<file path="src/rtl/fpu_csr_pkg.sv">
package fpu_csr_pkg;
    localparam int XLEN      = 32;
    localparam int NEXC      = 5;          // exceptions that own enable and flag bits
    localparam int NCAUSE    = NEXC + 1;   // plus the error cause
    localparam int CAUSE_LSB = 12;
    localparam int EN_LSB    = 7;
    localparam int FLAG_LSB  = 2;
    localparam int DAZ_BIT   = 18;
    localparam int DBL_BIT   = 19;
    localparam int PAIR_BIT  = 20;
    localparam int BANK_BIT  = 21;
    localparam int RND_W     = 2;
    localparam logic [XLEN-1:0] RST_VAL = 32'h0004_0001;
    localparam logic [XLEN-1:0] WR_MASK = 32'h003F_FFFF;
endpackage

</file>
<file path="src/rtl/fpu_csr_cause.sv">
module fpu_csr_cause #(
    parameter int W = 6
) (
    input  logic [W-1:0] cur,
    input  logic         op_start,
    input  logic         exc_valid,
    input  logic [W-1:0] exc_vec,
    output logic [W-1:0] nxt
);
    always_comb begin
        nxt = op_start ? '0 : cur;
        if (exc_valid)
            nxt = nxt | exc_vec;
    end
endmodule

</file>
<file path="src/rtl/fpu_csr_flag.sv">
module fpu_csr_flag #(
    parameter int W = 5
) (
    input  logic [W-1:0] cur,
    input  logic         exc_valid,
    input  logic [W-1:0] exc_vec,
    output logic [W-1:0] nxt
);
    for (genvar i = 0; i < W; i++) begin : g_flag
        assign nxt[i] = cur[i] | (exc_valid & exc_vec[i]);
    end
endmodule

</file>
<file path="src/rtl/fpu_csr_trap.sv">
module fpu_csr_trap #(
    parameter int W = 5
) (
    input  logic [W:0]   cause,
    input  logic [W-1:0] enable,
    output logic         trap
);
    assign trap = cause[W] | (|(cause[W-1:0] & enable));
endmodule

</file>
<file path="src/rtl/fpu_csr.sv">
module fpu_csr
    import fpu_csr_pkg::*;
(
    input  logic            clk,
    input  logic            rst_n,
    input  logic            sw_we,
    input  logic [XLEN-1:0] sw_wdata,
    output logic [XLEN-1:0] sw_rdata,
    input  logic            op_start,
    input  logic            exc_valid,
    input  logic [NEXC:0]   exc_vec,
    output logic            mode_bank,
    output logic            mode_pair,
    output logic            mode_dbl,
    output logic            mode_daz,
    output logic            trap_req,
    output logic            mode_reserved
);
    localparam int CAUSE_MSB = CAUSE_LSB + NCAUSE - 1;
    localparam int EN_MSB    = EN_LSB + NEXC - 1;
    localparam int FLAG_MSB  = FLAG_LSB + NEXC - 1;

    logic [XLEN-1:0]   csr_q;
    logic [XLEN-1:0]   base;
    logic [XLEN-1:0]   csr_d;
    logic [NCAUSE-1:0] cause_d;
    logic [NEXC-1:0]   flag_d;

    // software write takes the place of the held value before FPU updates
    assign base = sw_we ? (sw_wdata & WR_MASK) : csr_q;

    fpu_csr_cause #(.W(NCAUSE)) u_cause (
        .cur       (base[CAUSE_MSB:CAUSE_LSB]),
        .op_start  (op_start),
        .exc_valid (exc_valid),
        .exc_vec   (exc_vec),
        .nxt       (cause_d)
    );

    fpu_csr_flag #(.W(NEXC)) u_flag (
        .cur       (base[FLAG_MSB:FLAG_LSB]),
        .exc_valid (exc_valid),
        .exc_vec   (exc_vec[NEXC-1:0]),
        .nxt       (flag_d)
    );

    always_comb begin
        csr_d                     = base;
        csr_d[CAUSE_MSB:CAUSE_LSB] = cause_d;
        csr_d[FLAG_MSB:FLAG_LSB]   = flag_d;
    end

    always_ff @(posedge clk) begin
        if (!rst_n)
            csr_q <= RST_VAL;
        else
            csr_q <= csr_d;
    end

    fpu_csr_trap #(.W(NEXC)) u_trap (
        .cause  (csr_q[CAUSE_MSB:CAUSE_LSB]),
        .enable (csr_q[EN_MSB:EN_LSB]),
        .trap   (trap_req)
    );

    assign sw_rdata      = csr_q;
    assign mode_bank     = csr_q[BANK_BIT];
    assign mode_pair     = csr_q[PAIR_BIT];
    assign mode_dbl      = csr_q[DBL_BIT];
    assign mode_daz      = csr_q[DAZ_BIT];
    assign mode_reserved = csr_q[PAIR_BIT] & csr_q[DBL_BIT];
endmodule

</file>
<file path="config.mk">
export PLATFORM = sky130hd
export DESIGN_NAME = fpu_csr
export DESIGN_NICKNAME = d
export VERILOG_FILES = /design/src/rtl/fpu_csr_pkg.sv /design/src/rtl/fpu_csr_cause.sv /design/src/rtl/fpu_csr_flag.sv /design/src/rtl/fpu_csr_trap.sv /design/src/rtl/fpu_csr.sv
export SDC_FILE = /design/constraint.sdc
export NUM_CORES = 1
export LEC_CHECK = 0
export BUFFER_PORTS_ARGS = -buffer_cell sky130_fd_sc_hd__clkbuf_2
export CORE_UTILIZATION = 39
export CTS_BUF_LIST = sky130_fd_sc_hd__clkbuf_8 sky130_fd_sc_hd__clkbuf_16
export CTS_CLUSTER_SIZE = 40
export DETAILED_ROUTE_END_ITERATION = 6
export PLACE_DENSITY = 0.79
export SLEW_MARGIN = 15
export SYNTH_ARGS = -nofsm -noshare
export SYNTH_HDL_FRONTEND = slang
export SYNTH_SLANG_ARGS = --single-unit
export TNS_END_PERCENT = 50
</file>
<file path="constraint.sdc">
create_clock -name clk -period 1.1 [get_ports clk]
set_clock_uncertainty 0.1 [all_clocks]
set_input_delay 0.22 -clock clk [delete_from_list [all_inputs] [get_ports clk]]
set_output_delay 0.22 -clock clk [all_outputs]
set_load 0.01 [all_outputs]
</file>
; ---- Word level (Yosys, flattened, before mapping)
; Cells that the tools add are included.
[totals]
ff_bits = 22
out_inout_bits = 38
elab_cells = 20
[op_classes]
n_mux = 3
bitwise_logic = 14
reduce_logical = 1
[ops]
columns = cell, n
row1 = two-way mux 18 bit, 1
row2 = two-way mux 6 bit, 2
row3 = AND 1 bit, 6
row4 = bitwise OR 1 bit, 6
row5 = bitwise OR 6 bit, 1
row6 = AND 5 bit, 1
row7 = OR reduction 5 bit, 1

; ---- Longest topological paths before layout
[logic_depth]
word_depth = 4
depth_mapped = 4

; ---- By module
; From an unflattened synthesis, not the netlist that was laid out.
[hier_totals]
cells_unflattened = 114
area_unflattened_um2 = 1159.9
[modules_own_cells]
columns = mod, n_inst, cells_per_inst, area_per_inst_um2, seq_area_each_um2
row1 = fpu_csr, 1, 87, 1022.2, 440.4
row2 = fpu_csr_cause, 1, 18, 75.1, 0.0
row3 = fpu_csr_flag, 1, 5, 37.5, 0.0
row4 = fpu_csr_trap, 1, 4, 25.0, 0.0

; ---- Worst setup path after synthesis
; No wires, ideal clock.
[synth_timing]
path_kind = reg-to-output
startpoint = register csr_q[15], in the netlist sw_rdata[15]
endpoint = output port trap_req
t_arrival_ns = 0.645
t_required_ns = 0.780
path_slack_ns = 0.135
path_stages_with_launch = 3
path_buffers = 0
path_cell_list = dfxtp_1 a22oi_1 nand3_1
[synth_between]
elab_chain_len = 3
[synth_lines]
columns = item, line
row1 = start: declaration, fpu_csr.sv:23  ; logic [XLEN-1:0] csr_q;
row2 = start signal: assignment, fpu_csr.sv:57  ; csr_q <= csr_d;
row3 = AND 5 bit, fpu_csr_trap.sv:8  ; assign trap = cause[W] | (|(cause[W-1:0] & enable));
row4 = OR reduction 5 bit, fpu_csr_trap.sv:8
row5 = bitwise OR 1 bit, fpu_csr_trap.sv:8
row6 = end: declaration, fpu_csr.sv:16  ; output logic trap_req,
; Every way passes these cells.

; ---- Worst setup path after layout
[layout_timing]
startpoint = register csr_q[9], in the netlist sw_rdata[9]
endpoint = output port trap_req
; Same word-level chain as after synthesis.

==> results by group <==
STA
  • WHS: 0.07850 ns
  • Fmax: 0.7574 GHz
  • RSZ-0062 raised after global routing: yes
  • Final setup violating endpoints: 6
  • Max-slew violation count: 0
  • Setup WS post-layout: -0.2203 ns
  • Ratio of final minimum period to clock period: 1.200
  • Hold Vio Cnt, Final: 0
  • Tmin final: 1.320 ns

Worst setup path
  • Reg2reg start: sw_rdata[9]
  • Crit path largest cell delay: 0.33 ns
  • Crit. End Element: output port
  • Largest fanout on the critical path: 2
  • Worst EP arrival: 1.00 ns
  • CP max-delay cell: dfxtp_2
  • Reg2Reg Depth: 3
  • Worst r2r dst: sw_rdata[9]
  • Critical-path cell list: a22oi_2 > nand3_1 > buf_2
  • Req. time, crit path: 0.78 ns
  • Critical path type: flop to output port
  • Startpoint types: flop
  • R2r setup slk: 0.20 ns

Floorplan
  • Core ar.: 2522 um^2
  • Chip Width: 53.91 um
  • Io pins: 81
  • Die height: 53.91 um
  • Die area: 2906 um^2
  • Initial core utilization: 0.4167
  • Site row count: 18

Detailed routing
  • Drt via density: 4.648
  • Met2 wire length: 1153 um
  • Starting DRT DRC Count: 4
  • DR vias: 911
  • Routed met1 length: 953 um
  • Post-DRT Antenna Nets: 0
  • DRC Markers: 0
  • Drt wl/cell: 11.70 um
  • Highest routed metal layer: met4
  • WL met3: 165 um
  • Pre-antenna DRT Iters: 2
  • Drt total wl: 2293 um

Clocking
  • Longest Clk Path Bufs: 2
  • Clock Tree Root: clkbuf_8
  • H-tree levels: 1
  • CTS sink count: 22
  • TritonCTS buffer count: 3
  • Clock Pin Slew Worst Setup and Hold Paths: 0.07 ns
  • Clk Latency, worst-skew pair: 0.25 ns
  • CTS tree: yes

Global route
  • GRT Overall Usage: 0.1580
  • Initial antenna violation count: 0
  • Pin count of the biggest net entering global routing: 17
  • GR Overflow Total: 0
  • Number of global-route vias before repair: 765
  • First-pass GRT wire length: 3270 um

Yosys
  • Post-synthesis cell area: 1051 um^2
  • Ranking of synthesized cells by area: dfxtp_1 42%, mux2i_1 21%, buf_4 10%
  • Synth cell types: 17
  • EDFF count, synth: 0
  • YS warnings: 0
  • Post-synthesis sequential area ratio: 0.4190
  • Avg Synthesized Cell Area: 10.11 um^2
  • Top cell type's share of synthesized area: 0.4190
  • #FFs+latches synth: 22
  • Cell taking the most area after synthesis: dfxtp_1
  • Most frequent cells after synthesis: 22 x dfxtp_1, 22 x mux2i_1, 14 x buf_4
  • Cells after synthesis: 104
  • Async set or reset register ratio after synthesis: 0
  • Main flop type after synthesis: dfxtp_1

Pwr
  • Total power: 0.001817 W
  • Worst VDD drop: 653.3 uV
  • Pwr dens: 1258 nW/um^2
  • P_leak: 0.7626 nW

Placement
  • Placer Congestion: 0.6973
  • Pre-CTS WS: 0.03567 ns
  • Area post-placement: 1311 um^2
  • PortBufs: 60
  • Hpwl dp: 1819 um

Worst hold path
  • Hold Crit Start: sw_wdata[0]
  • Hold Path Class: input pin to flop
  • Hold Crit Depth: 3
  • WHS Endpoint: sw_rdata[0]

Outcome
  • Failing checks: setup timing
  • Status: complete, but fails checks

Cells and area
  • ANT cells: 0
  • Fillers: 234
  • Max FFs per register: 22
  • Post-route cell area: 1444 um^2
  • Share of layout cells above drive strength 1: 0.5542
  • Layout area overhead: 37.38%
  • Nets: 210

Flow run
  • MaxCap Viol Count: 0
-- layout by cell type (no fill, tap or decap) --
master    count
buf_6         4
o21ai_1       6
nor2b_1       9
clkbuf_8      4
a21boi_1      5
buf_2         3
nand3_1       7
mux2i_1      22
a21oi_1       1
buf_4         7
dfxtp_1       6
conb_1       10
dfxtp_2      16
nand2b_1      1
nand2_1       7
and2_4        1
clkbuf_2     54
a22oi_2       2
buf_12        1
-- worst max-delay path, delay by kind of cell, from the launching register on --
family                 cells  cell delay (ns)
AND/OR/NAND/NOR            1             0.10
buffers and inverters      1             0.15
flip-flops                 1             0.33
AO/OA/AOI/OAI              1             0.18
-- power breakdown --
group | switching (W) | internal, W
sequential | 0.0000394 | 0.000859
clock | 0.000236 | 0.000318
combinational | 0.000175 | 0.000189
-- routing by layer --
layer | up-vias | track usage
met5 | - | 0
met4 | 0 | 0.07895
met3 | 4 | 0.03107
met2 | 44 | 0.2798
met1 | 411 | 0.1775
li1 | 452 | -
-- cell type report --
type / count / area (um^2) / area share
clock buffer: 4 / 55.05 / 0.03813
tap: 30 / 37.54 / 0.02600
timing repair buffer: 69 / 402.9 / 0.2790
multi-input combinational: 71 / 488.0 / 0.3380
sequential: 22 / 460.4 / 0.3189
-- metrics by stage --
stage / TNS [ns] / cells / util
2_1_floorplan: 0 / 113 / -
3_3_place_gp: 0 / 189 / 0.5198
3_5_place_dp: 0 / 189 / 0.5198
4_1_cts: -0.3353 / 193 / 0.5506
5_1_grt: -0.7117 / 196 / 0.5724
6_report: -0.4438 / 196 / 0.5724
-- cells by family after synthesis --
group           after synthesis  synth area share
simple gates                 25            0.1238
mux                          22            0.2095
flops                        22            0.4190
buf+inv                      20            0.1607
compound gates               14           0.08333
other cells                   1          0.003568
-- how the worst max path moves through the flow --
stage / startpoint / end
after detailed placement: sw_rdata[9] / trap_req
after floorplan: sw_rdata[15] / trap_req
final: sw_rdata[9] / trap_req
after global routing: sw_rdata[15] / trap_req
after CTS: sw_rdata[10] / trap_req
after global placement: sw_rdata[15] / trap_req
-- repair_timing --
| item | CTS | global route |
|---|---|---|
| setup endpoints to repair | 5 | 14 |
| gates resized for setup | 12 | 18 |
| pin swaps | 1 | 3 |
| hold buffers | 0 | 0 |
| gates cloned | 0 | 0 |
| buffers inserted | 0 | 3 |
Power figures use the tool's default switching activity.
